===== config.mk =====
export PLATFORM = sky130hd
export DESIGN_NAME = ctmr_top
export DESIGN_NICKNAME = d
export VERILOG_FILES = /design/src/rtl/ctmr_pkg.sv /design/src/rtl/ctmr_regs.sv /design/src/rtl/ctmr_counter.sv /design/src/rtl/ctmr_irq.sv /design/src/rtl/ctmr_top.sv
export SDC_FILE = /design/constraint.sdc
export NUM_CORES = 1
export LEC_CHECK = 0
export BUFFER_PORTS_ARGS = -buffer_cell sky130_fd_sc_hd__buf_2
export CAP_MARGIN = 10
export CORE_MARGIN = 2
export CORE_UTILIZATION = 57
export DETAILED_ROUTE_END_ITERATION = 16
export HOLD_SLACK_MARGIN = 0.1
export PLACE_DENSITY = 0.87
export SYNTH_ARGS = -nofsm -noshare
export SYNTH_HDL_FRONTEND = slang
export SYNTH_SLANG_ARGS = --single-unit
export TNS_END_PERCENT = 5

===== constraint.sdc =====
create_clock -name clk -period 3 [get_ports clk]
set_clock_uncertainty 0.15 [all_clocks]
set_input_delay 0.3 -clock clk [delete_from_list [all_inputs] [get_ports clk]]
set_output_delay 0.3 -clock clk [all_outputs]
set_load 0.005 [all_outputs]

===== src/rtl/ctmr_pkg.sv =====
package ctmr_pkg;
  localparam int unsigned EN_BIT   = 7;
  localparam int unsigned MODE_BIT = 6;
  localparam int unsigned CSEL_BIT = 3;

  typedef enum logic [1:0] {
    SEL_START = 2'd0,
    SEL_COUNT = 2'd1,
    SEL_CTRL  = 2'd2,
    SEL_CLEAR = 2'd3
  } reg_sel_e;

  typedef struct packed {
    logic enable;
    logic periodic;
    logic fast;
  } ctrl_t;
endpackage


===== src/rtl/ctmr_regs.sv =====
module ctmr_regs
  import ctmr_pkg::*;
#(
  parameter int unsigned DATA_W = 32,
  parameter int unsigned ADDR_W = 4
) (
  input  logic              clk,
  input  logic              rst_n,
  input  logic              bus_sel,
  input  logic              bus_wr,
  input  logic [ADDR_W-1:0] bus_addr,
  input  logic [DATA_W-1:0] bus_wdata,
  input  logic [DATA_W-1:0] count_val,
  output logic [DATA_W-1:0] start_val,
  output ctrl_t             ctrl,
  output logic              start_we,
  output logic              clear_we,
  output logic [DATA_W-1:0] bus_rdata
);
  reg_sel_e          sel;
  logic              ctrl_we;
  logic [DATA_W-1:0] start_d;
  ctrl_t             ctrl_d;

  assign sel      = reg_sel_e'(bus_addr[3:2]);
  assign start_we = bus_sel && bus_wr && (sel == SEL_START);
  assign ctrl_we  = bus_sel && bus_wr && (sel == SEL_CTRL);
  assign clear_we = bus_sel && bus_wr && (sel == SEL_CLEAR);

  always_comb begin
    start_d = start_val;
    ctrl_d  = ctrl;
    if (start_we) start_d = bus_wdata;
    if (ctrl_we) begin
      ctrl_d.enable   = bus_wdata[EN_BIT];
      ctrl_d.periodic = bus_wdata[MODE_BIT];
      ctrl_d.fast     = bus_wdata[CSEL_BIT];
    end
  end

  always_ff @(posedge clk or negedge rst_n) begin
    if (!rst_n) begin
      start_val <= '0;
      ctrl      <= '0;
    end else begin
      start_val <= start_d;
      ctrl      <= ctrl_d;
    end
  end

  always_comb begin
    bus_rdata = '0;
    unique case (sel)
      SEL_START: bus_rdata = start_val;
      SEL_COUNT: bus_rdata = count_val;
      SEL_CTRL: begin
        bus_rdata[EN_BIT]   = ctrl.enable;
        bus_rdata[MODE_BIT] = ctrl.periodic;
        bus_rdata[CSEL_BIT] = ctrl.fast;
      end
      default: bus_rdata = '0;
    endcase
  end

  // only the three control fields may read back as ones
  a_r3_ctrl_upper_zero: assert property (@(posedge clk) disable iff (!rst_n)
    (sel == SEL_CTRL) |-> (bus_rdata[DATA_W-1:EN_BIT+1] == '0));
endmodule


===== src/rtl/ctmr_counter.sv =====
module ctmr_counter
  import ctmr_pkg::*;
#(
  parameter int unsigned DATA_W = 32
) (
  input  logic              clk,
  input  logic              rst_n,
  input  ctrl_t             ctrl,
  input  logic              tick_slow,
  input  logic              tick_fast,
  input  logic              start_we,
  input  logic [DATA_W-1:0] start_data,
  input  logic [DATA_W-1:0] start_val,
  output logic [DATA_W-1:0] count,
  output logic              expire
);
  localparam logic [DATA_W-1:0] ONE = DATA_W'(1);

  logic              tick_sel;
  logic              step;
  logic [DATA_W-1:0] count_d;
  logic [DATA_W-1:0] restart;

  assign tick_sel = ctrl.fast ? tick_fast : tick_slow;
  assign step     = ctrl.enable && tick_sel;
  assign restart  = ctrl.periodic ? start_val : '0;

  always_comb begin
    count_d = count;
    expire  = 1'b0;
    if (start_we) begin
      count_d = start_data;
    end else if (step) begin
      if (count == ONE) begin
        expire  = 1'b1;
        count_d = restart;
      end else if (count == '0) begin
        count_d = restart;
      end else begin
        count_d = count - ONE;
      end
    end
  end

  always_ff @(posedge clk or negedge rst_n) begin
    if (!rst_n) count <= '0;
    else        count <= count_d;
  end

  // a start write forces the count
  a_r2_forced_load: assert property (@(posedge clk) disable iff (!rst_n)
    start_we |=> (count == $past(start_data)));
  // no movement while disabled
  a_r4_disabled_hold: assert property (@(posedge clk) disable iff (!rst_n)
    (!ctrl.enable && !start_we) |=> $stable(count));
  // one step per selected tick above one
  a_r6_single_step: assert property (@(posedge clk) disable iff (!rst_n)
    (step && !start_we && count > ONE) |=> (count == $past(count) - ONE));
  // one-shot mode stays at zero
  a_r8_oneshot_hold: assert property (@(posedge clk) disable iff (!rst_n)
    (count == '0 && !ctrl.periodic && !start_we) |=> (count == '0));
endmodule


===== src/rtl/ctmr_irq.sv =====
module ctmr_irq (
  input  logic clk,
  input  logic rst_n,
  input  logic expire,
  input  logic clear_we,
  output logic irq
);
  logic irq_d;

  always_comb begin
    irq_d = irq;
    if (expire)        irq_d = 1'b1;
    else if (clear_we) irq_d = 1'b0;
  end

  always_ff @(posedge clk or negedge rst_n) begin
    if (!rst_n) irq <= 1'b0;
    else        irq <= irq_d;
  end

  // expiry overrides a clear in the same cycle
  a_r10_expire_wins: assert property (@(posedge clk) disable iff (!rst_n)
    expire |=> irq);
  // a clear without expiry drops the request
  a_r9_clear_drops: assert property (@(posedge clk) disable iff (!rst_n)
    (clear_we && !expire) |=> !irq);
  // the latch holds with neither event
  a_r9_latch_holds: assert property (@(posedge clk) disable iff (!rst_n)
    (!clear_we && !expire) |=> $stable(irq));
endmodule


===== src/rtl/ctmr_top.sv =====
module ctmr_top
  import ctmr_pkg::*;
#(
  parameter int unsigned DATA_W = 32,
  parameter int unsigned ADDR_W = 4
) (
  input  logic              clk,
  input  logic              rst_n,
  input  logic              bus_sel,
  input  logic              bus_wr,
  input  logic [ADDR_W-1:0] bus_addr,
  input  logic [DATA_W-1:0] bus_wdata,
  output logic [DATA_W-1:0] bus_rdata,
  input  logic              tick_slow,
  input  logic              tick_fast,
  output logic              irq
);
  logic [DATA_W-1:0] count_val;
  logic [DATA_W-1:0] start_val;
  ctrl_t             ctrl;
  logic              start_we;
  logic              clear_we;
  logic              expire;

  ctmr_regs #(.DATA_W(DATA_W), .ADDR_W(ADDR_W)) u_regs (
    .clk       (clk),
    .rst_n     (rst_n),
    .bus_sel   (bus_sel),
    .bus_wr    (bus_wr),
    .bus_addr  (bus_addr),
    .bus_wdata (bus_wdata),
    .count_val (count_val),
    .start_val (start_val),
    .ctrl      (ctrl),
    .start_we  (start_we),
    .clear_we  (clear_we),
    .bus_rdata (bus_rdata)
  );

  ctmr_counter #(.DATA_W(DATA_W)) u_counter (
    .clk        (clk),
    .rst_n      (rst_n),
    .ctrl       (ctrl),
    .tick_slow  (tick_slow),
    .tick_fast  (tick_fast),
    .start_we   (start_we),
    .start_data (bus_wdata),
    .start_val  (start_val),
    .count      (count_val),
    .expire     (expire)
  );

  ctmr_irq u_irq (
    .clk      (clk),
    .rst_n    (rst_n),
    .expire   (expire),
    .clear_we (clear_we),
    .irq      (irq)
  );
endmodule


==> reports/results.ini, run 1 <==
[sta]
tightest_slew_ns = 0.966
fin_crit_sh = 0.885
setup_ws_ns = 0.344
grt_setup_unrepaired = no
finalCriticalPeriod_ns = 2.66
whs_ns = 0.188
timing.final.setup_violations = 0
hold_violation_count_in_the_final_report = 0
timing.max_slew.rel_slack = 0.354
final.setup.tns_ns = 0
clock.fmax_ghz = 0.377
timing_max_transition_violations_final = 0

[placed_design]
dp_worst_setup_slack_ns = 0.431
place.gp.congestion = 0.919
numPortBuffers = 72
placedInstanceArea_mm2 = 0.00490
post-dp-hpwl_mm = 8.69

[logic_synthesis]
yosysWarnings = 0
cell_taking_the_most_area_after_synthesis = sky130_fd_sc_hd__dfrtp_1
synthDistinctLibCells = 54
synth.top_cells.by_count = sky130_fd_sc_hd__nand2_1, sky130_fd_sc_hd__nor2_1, sky130_fd_sc_hd__dfrtp_1
mappedNetlistArea_mm2 = 0.00438
synth_cells = 545
synth.yosys.seq_area_share = 0.389
synth_async_sr_flop_share = 1.00
yosys.area.top_type_share = 0.389
synth.ff_latch_count = 68
synth_edf_count = 0
synth_nets = 589
ys_top_cells_by_area = sky130_fd_sc_hd__dfrtp_1, sky130_fd_sc_hd__nand2_1, sky130_fd_sc_hd__mux2i_1
primary_ff_master_synth = sky130_fd_sc_hd__dfrtp_1
most_repeated_cell_in_the_gate_level_netlist_after_synthesis = sky130_fd_sc_hd__nand2_1
average_instance_area_after_synthesis_um2 = 8.04

[worst_setup_path]
required_time_of_the_worst_setup_path_ns = 3.14
critical_path.n_buffers_inverters = 0
crit_path_class = flop to flop
worstSetupStartpointType = flop
crit_slowest_cell = sky130_fd_sc_hd__or3_1
crit_path_max_incr_delay_ns = 0.51
critical_path_peak_fanout = 7
critical-path-top-delay-family = simple AND/OR/NAND/NOR gates
crit_chain = nor3_1 -> nand4_2 -> or3_1 -> nor3_4 -> a221o_1 -> o21a_1
worst-endpoint-arrival_ns = 2.80
endpoint_kind = flop

[global_route]
grt.overflow.total = 0
antenna_found_initial = 0
first_pass_grt_wire_length_mm = 21.4
globalRouteTotalUtil = 0.319
via_count_of_the_first_global_routing_pass = 4514
grt_max_degree = 69

[power]
p_leak_nw = 2.61
seq_power_share = 0.432
design_power_total_mw = 3.41
power-per-cell-area_mw_per_mm2 = 626
peakVddDrop_uv = 399
combinational_power_share = 0.316
net-switching-power_mw = 1.29
intPower_mw = 2.12
swShare = 0.379
power.share.clock = 0.252

[floorplan]
io_pins = 75
initial_core_util = 0.597
dieHeight_um = 91.7
dieWidth_um = 91.7
design.die.area_mm2 = 0.00840
rows = 31
design.core.area_mm2 = 0.00733

[final_layout]
antenna-diode-count = 0
area.growth.synth_to_final_pct = 24.3
finish.net_count = 692
fin_area_mm2 = 0.00544
final_layout_size_suffix_gt1_frac = 0.196

[clock_tree]
cts_tree = yes
cts.repair.resized = 0
path_clk_slew_ns = 0.08
worstSkewPairLatency_ns = 0.36
cts_sinks = 68
cts.root.buffer_cell = sky130_fd_sc_hd__clkbuf_8
cts_max_path_buffers = 2
cts_htree_levels = 3
tritoncts.num_buffers = 9

[route]
drt_iter0_drc = 305
avgViaCountPerCell = 6.05
drt_pre_antenna_iters = 4
wl_per_cell_um = 17.0
postRouteAntennaNets = 0
residual_drc_count = 0
route.final.wire_length_mm = 12.8
via_count = 4547

[status]
run_status = completed

[flow_run]
cap_viol_max_count = 0

[worst_hold_path]
hold_path.class = input port to flop

==> routing by layer <==
metal	share of wire	GRT usage	vias to the layer above
met2	0.49	0.543	230
li1	-	-	2139
met3	0.074	0.0403	35
met1	0.41	0.402	2143
met4	0.028	0.153	0
met5	0	0	-
==> power by group through the flow <==
stage / clock, mW / combinational, mW / sequential [mW]
after global placement: 0 / 0.986 / 1.45
after floorplan: 0 / 0.775 / 1.36
final: 0.858 / 1.08 / 1.47
after global routing: 0.907 / 1.19 / 1.52
after detailed placement: 0 / 1.03 / 1.48
after CTS: 0.862 / 1.07 / 1.46
==> stage by stage <==
| stage | cells | utilization |
|---|---|---|
| after global placement | 703 | 0.668 |
| final | 752 | 0.742 |
| after floorplan | 545 | - |
| after detailed placement | 703 | 0.668 |
| after CTS | 752 | 0.742 |
| after global routing | 752 | 0.742 |
==> final cells by class <==
type	instances	area, µm²
inverters	5	18.8
flip-flops and latches	68	1700
repair buffers	127	856
multi-input cells	437	2530
clock inverters	5	75.1
fillers	548	1890
well taps	99	124
clock buffers	11	141
==> sequential cells by signal, summed over array words and instances, names as in the netlist <==
register and cells:
u_counter.count 32, u_regs.ctrl 3, u_irq.irq 1, u_regs.start_val 32
==> repair_timing <==
| action | 4_1_cts | 5_1_grt |
|---|---|---|
| endpoints found under the setup margin | 0 | 0 |
| buffers inserted | 0 | 0 |
| hold buffers | 33 | 0 |
| endpoints found under the hold margin | 119 | 0 |
==> placed cells by master, fill, tap and decap left out, types with 3 or more instances in the layout <==
| master | instances |
|---|---|
| sky130_fd_sc_hd__dfrtp_1 | 68 |
| sky130_fd_sc_hd__nor3_1 | 18 |
| sky130_fd_sc_hd__mux2i_1 | 34 |
| sky130_fd_sc_hd__buf_4 | 22 |
| sky130_fd_sc_hd__a21oi_1 | 26 |
| sky130_fd_sc_hd__o31ai_1 | 5 |
| sky130_fd_sc_hd__o41ai_1 | 3 |
| sky130_fd_sc_hd__mux2_2 | 5 |
| sky130_fd_sc_hd__nor2_1 | 75 |
| sky130_fd_sc_hd__o22ai_1 | 4 |
| sky130_fd_sc_hd__dlygate4sd3_1 | 33 |
| sky130_fd_sc_hd__clkbuf_8 | 10 |
| sky130_fd_sc_hd__a2bb2oi_1 | 3 |
| sky130_fd_sc_hd__nand2_1 | 123 |
| sky130_fd_sc_hd__nand3_1 | 21 |
| sky130_fd_sc_hd__a21o_1 | 4 |
| sky130_fd_sc_hd__clkinv_2 | 3 |
| sky130_fd_sc_hd__a31oi_1 | 9 |
| sky130_fd_sc_hd__nor4_1 | 8 |
| sky130_fd_sc_hd__buf_2 | 72 |
| sky130_fd_sc_hd__a221o_1 | 3 |
| sky130_fd_sc_hd__inv_1 | 5 |
| sky130_fd_sc_hd__o21a_1 | 7 |
| sky130_fd_sc_hd__a221oi_1 | 5 |
| sky130_fd_sc_hd__nand4_1 | 3 |
| sky130_fd_sc_hd__xnor2_1 | 4 |
| sky130_fd_sc_hd__o211ai_1 | 6 |
| sky130_fd_sc_hd__o21ai_0 | 32 |
==> worst reg2reg max path, stage by stage (launching register included) <==
cell	delay, ns
sky130_fd_sc_hd__dfrtp_1	0.45
sky130_fd_sc_hd__nor3_1	0.38
sky130_fd_sc_hd__nand4_2	0.31
sky130_fd_sc_hd__or3_1	0.51
sky130_fd_sc_hd__nor3_4	0.44
sky130_fd_sc_hd__a221o_1	0.23
sky130_fd_sc_hd__o21a_1	0.12
==> final timing paths <==
path                                           start                    to  slack (ns)  depth (start not counted)
worst min-delay path                         bus_sel             u_irq.irq        0.19                          4
worst min register to register  u_regs.start_val[10]  u_regs.start_val[10]        0.35                          2
worst max register to register   u_counter.count[14]   u_counter.count[12]        0.34                          6
max in group asynchronous                      rst_n  u_regs.start_val[30]        1.61                          3
min in group asynchronous                      rst_n  u_regs.start_val[24]        0.52                          3
worst max-delay path             u_counter.count[14]   u_counter.count[12]        0.34                          6
==> logic make-up after synthesis <==
kind of cell               after synthesis  share of synthesized area
AOI/OAI and AO/OA                      118                      0.180
xor gates and xnor gates                 6                     0.0120
DFF                                     68                      0.389
buffers and inverters                   40                     0.0411
muxes                                   39                     0.0906
adders and majority gates                2                    0.00571
and+or+nand+nor                        272                      0.282
No activity file was read; power rests on OpenSTA's default activity.
==> run 2, diff against run 1 <==
--- a/config.mk
+++ b/config.mk
@@ -7,6 +7,7 @@
 export LEC_CHECK = 0
 export BUFFER_PORTS_ARGS = -buffer_cell sky130_fd_sc_hd__buf_2
 export CAP_MARGIN = 10
+export CORE_ASPECT_RATIO = 2
 export CORE_MARGIN = 2
 export CORE_UTILIZATION = 57
 export DETAILED_ROUTE_END_ITERATION = 16
==> reports/results.ini, run 2 (synthesis gave the netlist of run 1 again) <==
[power]
swShare = 0.373  ; -0.00617
peakVddDrop_uv = 528  ; +33%
power-per-cell-area_mw_per_mm2 = 649  ; +3.6%
p_leak_nw = 2.64  ; +1.5%
net-switching-power_mw = 1.34  ; +3.5%
intPower_mw = 2.25  ; +6.3%
combinational_power_share = 0.319  ; +0.003
seq_power_share = 0.407  ; -0.025
design_power_total_mw = 3.58  ; +5.2%
power.share.clock = 0.274  ; +0.022

[sta]
timing.final.setup_violations = 0  ; unchanged
hold_violation_count_in_the_final_report = 0  ; unchanged
whs_ns = 0.268  ; +0.0796 ns
fin_crit_sh = 0.954  ; +0.0690
tightest_slew_ns = 0.878  ; -0.0876 ns
timing.max_slew.rel_slack = 0.415  ; +0.0608
final.setup.tns_ns = 0  ; unchanged
finalCriticalPeriod_ns = 2.86  ; +0.207 ns
clock.fmax_ghz = 0.349  ; -7.2%
grt_setup_unrepaired = no
setup_ws_ns = 0.137  ; -0.207 ns
timing_max_transition_violations_final = 0  ; unchanged

[clock_tree]
tritoncts.num_buffers = 9  ; unchanged
cts_max_path_buffers = 2  ; unchanged
cts_sinks = 68  ; unchanged
cts.repair.resized = 0  ; unchanged
path_clk_slew_ns = 0.05  ; -0.03 ns
worstSkewPairLatency_ns = 0.35  ; about the same
post-cts-setup-buffer-count = 0  ; unchanged
cts_tree = yes
hold_buffers_post_cts = 33  ; unchanged
cts.root.buffer_cell = sky130_fd_sc_hd__clkbuf_16
cts_htree_levels = 3  ; unchanged

[worst_setup_path]
endpoint_kind = flop
required_time_of_the_worst_setup_path_ns = 3.07  ; -0.07 ns
crit_path_class = flop to flop
worstSetupStartpointType = flop
crit_slowest_cell = sky130_fd_sc_hd__nor4_1
worst-endpoint-arrival_ns = 2.94  ; +0.14 ns
worstReg2RegStart = u_counter.count[4]
critical_path_peak_fanout = 8  ; +1
r2r.worst_path.cells = 6  ; unchanged
timing.critical_path.from = u_counter.count[4]
crit_chain = nor4_4 -> nand2_1 -> nor4_1 -> buf_4 -> nor3_1 -> o41ai_1
crit_path_max_incr_delay_ns = 0.59  ; +0.08 ns
regToRegEndpoint = u_counter.count[25]
r2r_setup_slack_ns = 0.14  ; -0.21 ns
endpoint = u_counter.count[25]

[final_layout]
layout_common_cells = sky130_fd_sc_hd__nand2_1, sky130_fd_sc_hd__nor2_1, sky130_fd_sc_hd__buf_2
layout.cells.most_common = sky130_fd_sc_hd__nand2_1
final_layout_size_suffix_gt1_frac = 0.197  ; +0.000928
antenna-diode-count = 0  ; unchanged
utilization = 0.732  ; -0.0101
reg.largest.list = u_counter.count (32), u_regs.start_val (32), u_regs.ctrl (3)
finish.net_count = 695  ; +0.43%
final-instance-count-excl-fill = 749  ; -0.40%
area.growth.synth_to_final_pct = 26.2
fin_area_mm2 = 0.00553  ; +1.5%

[floorplan]
initial_core_util = 0.580  ; -0.0169
design.die.area_mm2 = 0.00844  ; +0.51%
io_pins = 75  ; unchanged
rows = 45  ; +45%
dieHeight_um = 128  ; +40%
dieWidth_um = 66.0  ; -28%
design.core.area_mm2 = 0.00754  ; +2.9%

[global_route]
antenna_found_initial = 0  ; unchanged
first_pass_grt_wire_length_mm = 22.5  ; +4.9%
globalRouteTotalUtil = 0.354  ; +0.0352
grt_max_degree = 69  ; unchanged
grt.overflow.total = 0  ; unchanged
via_count_of_the_first_global_routing_pass = 4613  ; +2.2%

[flow_run]
cap_viol_max_count = 0  ; unchanged

[route]
via_count = 4690  ; +3.1%
wl_met2_mm = 7.49  ; +19%
avgViaCountPerCell = 6.26  ; +3.6%
residual_drc_count = 0  ; unchanged
drt_iter0_drc = 628  ; +110%
postRouteAntennaNets = 0  ; unchanged
detail_route.wirelength.met1_mm = 4.82  ; -7.4%
drt_pre_antenna_iters = 5  ; +1
met3_length_um = 998  ; +6.1%
dr.max_layer_used = met4
route.final.wire_length_mm = 14.0  ; +9.8%
wl_per_cell_um = 18.8  ; +10%

[placed_design]
numPortBuffers = 72  ; unchanged
place.gp.congestion = 0.966  ; +5.2%
post-dp-hpwl_mm = 9.21  ; +5.9%
post-place-cells = 701  ; -0.28%
placedInstanceArea_mm2 = 0.00492  ; +0.59%
dp_worst_setup_slack_ns = 0.279  ; -0.153 ns

[status]
run_status = completed

[worst_hold_path]
hold_path.class = input port to flop

-- run 2: changes by cell type in the layout (fill, tap and decap cells not counted) --
cell	previous run	this run
sky130_fd_sc_hd__bufinv_16	2	0
sky130_fd_sc_hd__clkbuf_1	1	2
sky130_fd_sc_hd__clkbuf_16	0	9
sky130_fd_sc_hd__buf_12	0	1
sky130_fd_sc_hd__buf_4	22	24
sky130_fd_sc_hd__clkbuf_8	10	2
sky130_fd_sc_hd__clkinv_2	3	2
-- run 2: worst max-delay path: cells and delay by family (launching register included) --
family / cells / cell delay (ns)
compound gates: 1 / 0.38
buf+inv: 1 / 0.22
flops: 1 / 0.49
simple gates: 4 / 1.51
-- run 2: area by class of cell --
type | instances | area [µm²]
flip-flops and latches | 68 | 1700
fillers | 574 | 2020
well taps | 94 | 118
repair buffers | 130 | 891
inverters | 5 | 18.8
clock buffers | 13 | 260
clock inverters | 2 | 10.0
multi-input cells | 437 | 2530
-- run 2: worst min path at each step --
stage	from	endpoint	depth (start not counted)
2_1_floorplan	rst_n	u_counter.count[0]	0
3_3_place_gp	u_regs.start_val[0]	u_regs.start_val[0]	2
3_5_place_dp	u_regs.start_val[5]	u_regs.start_val[5]	2
4_1_cts	bus_sel	u_irq.irq	4
5_1_grt	bus_sel	u_irq.irq	4
6_report	bus_sel	u_irq.irq	4
-- run 2: power groups by stage --
stage	Combinational (mW)	Clock, mW	Sequential (mW)
2_1_floorplan	0.775	0	1.36
3_3_place_gp	1.05	0	1.44
5_1_grt	1.26	1.03	1.49
3_5_place_dp	1.08	0	1.46
4_1_cts	1.13	0.982	1.45
6_report	1.14	0.982	1.46
-- run 2: per-layer routing --
layer  track usage  vias up
met5             0        -
met3        0.0658       61
li1              -     2143
met2         0.607      273
met1         0.392     2213
met4         0.222        0
==> run 3, diff against run 2 <==
--- a/config.mk
+++ b/config.mk
@@ -12,7 +12,9 @@
 export CORE_UTILIZATION = 57
 export DETAILED_ROUTE_END_ITERATION = 16
 export HOLD_SLACK_MARGIN = 0.1
+export MAX_ROUTING_LAYER = met4
 export PLACE_DENSITY = 0.87
+export SLEW_MARGIN = 15
 export SYNTH_ARGS = -nofsm -noshare
 export SYNTH_HDL_FRONTEND = slang
 export SYNTH_SLANG_ARGS = --single-unit
==> reports/results.ini, run 3 (synthesis gave the netlist of run 1 again) <==
[worst_setup_path]
r2r.worst_path.cells = 7  ; +1
crit_slowest_cell = sky130_fd_sc_hd__nor3_1
critical-path-top-delay-family = simple AND/OR/NAND/NOR gates
regToRegEndpoint = u_counter.count[12]
endpoint = u_counter.count[12]
path_depth = 7  ; +1
worst-endpoint-arrival_ns = 3.00  ; +0.06 ns
endpoint_kind = flop
worstSetupStartpointType = flop
crit_path_class = flop to flop
critical_path_peak_fanout = 8  ; unchanged
r2r_setup_slack_ns = 0.13  ; about the same
worstReg2RegStart = u_counter.count[14]
critical_path.n_buffers_inverters = 1  ; unchanged
required_time_of_the_worst_setup_path_ns = 3.13  ; +0.06 ns
crit_path_max_incr_delay_ns = 0.57  ; -0.02 ns
timing.critical_path.from = u_counter.count[14]
crit_chain = nor3_1 -> nand4_2 -> buf_4 -> or3_1 -> nor3_4 -> a221o_1 -> o21a_1

[power]
power-per-cell-area_mw_per_mm2 = 663  ; +2.3%
p_leak_nw = 2.67  ; +1.1%
design_power_total_mw = 3.70  ; +3.2%
peakVddDrop_uv = 521  ; -1.4%

[route]
drt_pre_antenna_iters = 6  ; +1
postRouteAntennaNets = 0  ; unchanged
residual_drc_count = 0  ; unchanged
avgViaCountPerCell = 6.23  ; -0.44%
wl_per_cell_um = 19.1  ; +1.8%
route.final.wire_length_mm = 14.4  ; +2.2%
via_count = 4688  ; -0.043%
drt_iter0_drc = 512  ; -18%

[clock_tree]
tritoncts.num_buffers = 9  ; unchanged
cts.repair.resized = 0  ; unchanged
path_clk_slew_ns = 0.06  ; about the same
cts.root.buffer_cell = sky130_fd_sc_hd__clkbuf_16
cts_htree_levels = 3  ; unchanged
cts_max_path_buffers = 2  ; unchanged
cts_sinks = 68  ; unchanged
worstSkewPairLatency_ns = 0.34  ; about the same
cts_tree = yes

[global_route]
grt.overflow.total = 0  ; unchanged
via_count_of_the_first_global_routing_pass = 4522  ; -2.0%
globalRouteTotalUtil = 0.364  ; +0.00986
first_pass_grt_wire_length_mm = 22.4  ; -0.24%
antenna_found_initial = 0  ; unchanged
grt_max_degree = 40  ; -42%

[floorplan]
design.die.area_mm2 = 0.00844  ; unchanged
dieHeight_um = 128  ; unchanged
initial_core_util = 0.580  ; unchanged
dieWidth_um = 66.0  ; unchanged
rows = 45  ; unchanged
design.core.area_mm2 = 0.00754  ; unchanged
io_pins = 75  ; unchanged

[sta]
clock.fmax_ghz = 0.349  ; -0.16%
finalCriticalPeriod_ns = 2.87  ; +0.00455 ns
final.setup.tns_ns = 0  ; unchanged
timing_max_transition_violations_final = 0  ; unchanged
fin_crit_sh = 0.956  ; +0.00152
timing.max_slew.rel_slack = 0.515  ; +0.100
whs_ns = 0.268  ; +0.000422 ns
grt_setup_unrepaired = no
timing.final.setup_violations = 0  ; unchanged
hold_violation_count_in_the_final_report = 0  ; unchanged
tightest_slew_ns = 0.727  ; -0.151 ns
setup_ws_ns = 0.133  ; -0.00455 ns

[worst_hold_path]
hold_path.class = input port to flop

[status]
run_status = completed

[placed_design]
dp_worst_setup_slack_ns = 0.370  ; +0.0919 ns
numPortBuffers = 72  ; unchanged
place.gp.congestion = 1.02  ; +5.6%
post-dp-hpwl_mm = 9.56  ; +3.9%

[flow_run]
cap_viol_max_count = 0  ; unchanged

[final_layout]
reg.largest.list = u_counter.count (32), u_regs.start_val (32), u_regs.ctrl (3)
antenna-diode-count = 0  ; unchanged
utilization = 0.739  ; +0.00630
finish.net_count = 697  ; +0.29%
final_layout_size_suffix_gt1_frac = 0.204  ; +0.00670
area.growth.synth_to_final_pct = 27.3
layout.cells.most_common = sky130_fd_sc_hd__nand2_1
layout_common_cells = sky130_fd_sc_hd__nand2_1, sky130_fd_sc_hd__nor2_1, sky130_fd_sc_hd__buf_2

[run 3: metal layers]
layer | vias up | routed length [µm] | share of wire | GRT usage
li1 | 2146 | - | - | -
met1 | 2214 | 4980 | 0.35 | 0.392
met2 | 259 | 7770 | 0.54 | 0.622
met3 | 69 | 915 | 0.064 | 0.0650
met4 | 0 | 684 | 0.048 | 0.191
met5 | - | 0 | 0 | -
[run 3: per-stage QoR]
stage | area [µm²] | instances
4_1_cts | 5570 | 752
2_1_floorplan | 4380 | 545
6_report | 5570 | 752
3_3_place_gp | 4940 | 703
5_1_grt | 5570 | 752
3_5_place_dp | 4940 | 703
[run 3: worst reg2reg max path: cells and delay by family, from the launching register on]
| kind | cells | cell delay, ns |
|---|---|---|
| simple gates | 4 | 1.65 |
| flops | 1 | 0.45 |
| compound gates | 2 | 0.35 |
| buf+inv | 1 | 0.21 |
[run 3: layout make-up]
type / instances / area, µm²
Clock buffer: 11 / 253
Clock inverter: 5 / 50.0
Fill cell: 537 / 1970
Inverter: 5 / 18.8
Multi-Input combinational cell: 437 / 2530
Sequential cell: 68 / 1700
Tap cell: 94 / 118
Timing Repair Buffer: 132 / 906
[run 3: worst min-delay path by stage]
stage / from / end / slack (ns) / cells past startpoint
floorplan: rst_n / u_counter.count[0] / -0.15 / 0
detailed placement: rst_n / u_regs.start_val[7] / 0.25 / 1
CTS: bus_sel / u_irq.irq / 0.25 / 4
finish: bus_sel / u_irq.irq / 0.27 / 4
global placement: rst_n / u_regs.start_val[7] / 0.22 / 1
global route: bus_sel / u_irq.irq / 0.31 / 4
[run 3: repair_timing]
| item | 4_1_cts | 5_1_grt |
|---|---|---|
| hold buffers | 33 | 0 |
| buffers inserted | 0 | 0 |
| endpoints found under the hold margin | 77 | 0 |
[run 3: report_power, final]
group	switching, mW	internal [mW]	leakage, nW	total (mW)
sequential	0.323	1.14	0.822	1.47
clock	0.402	0.682	0.155	1.08
combinational	0.643	0.504	1.70	1.15
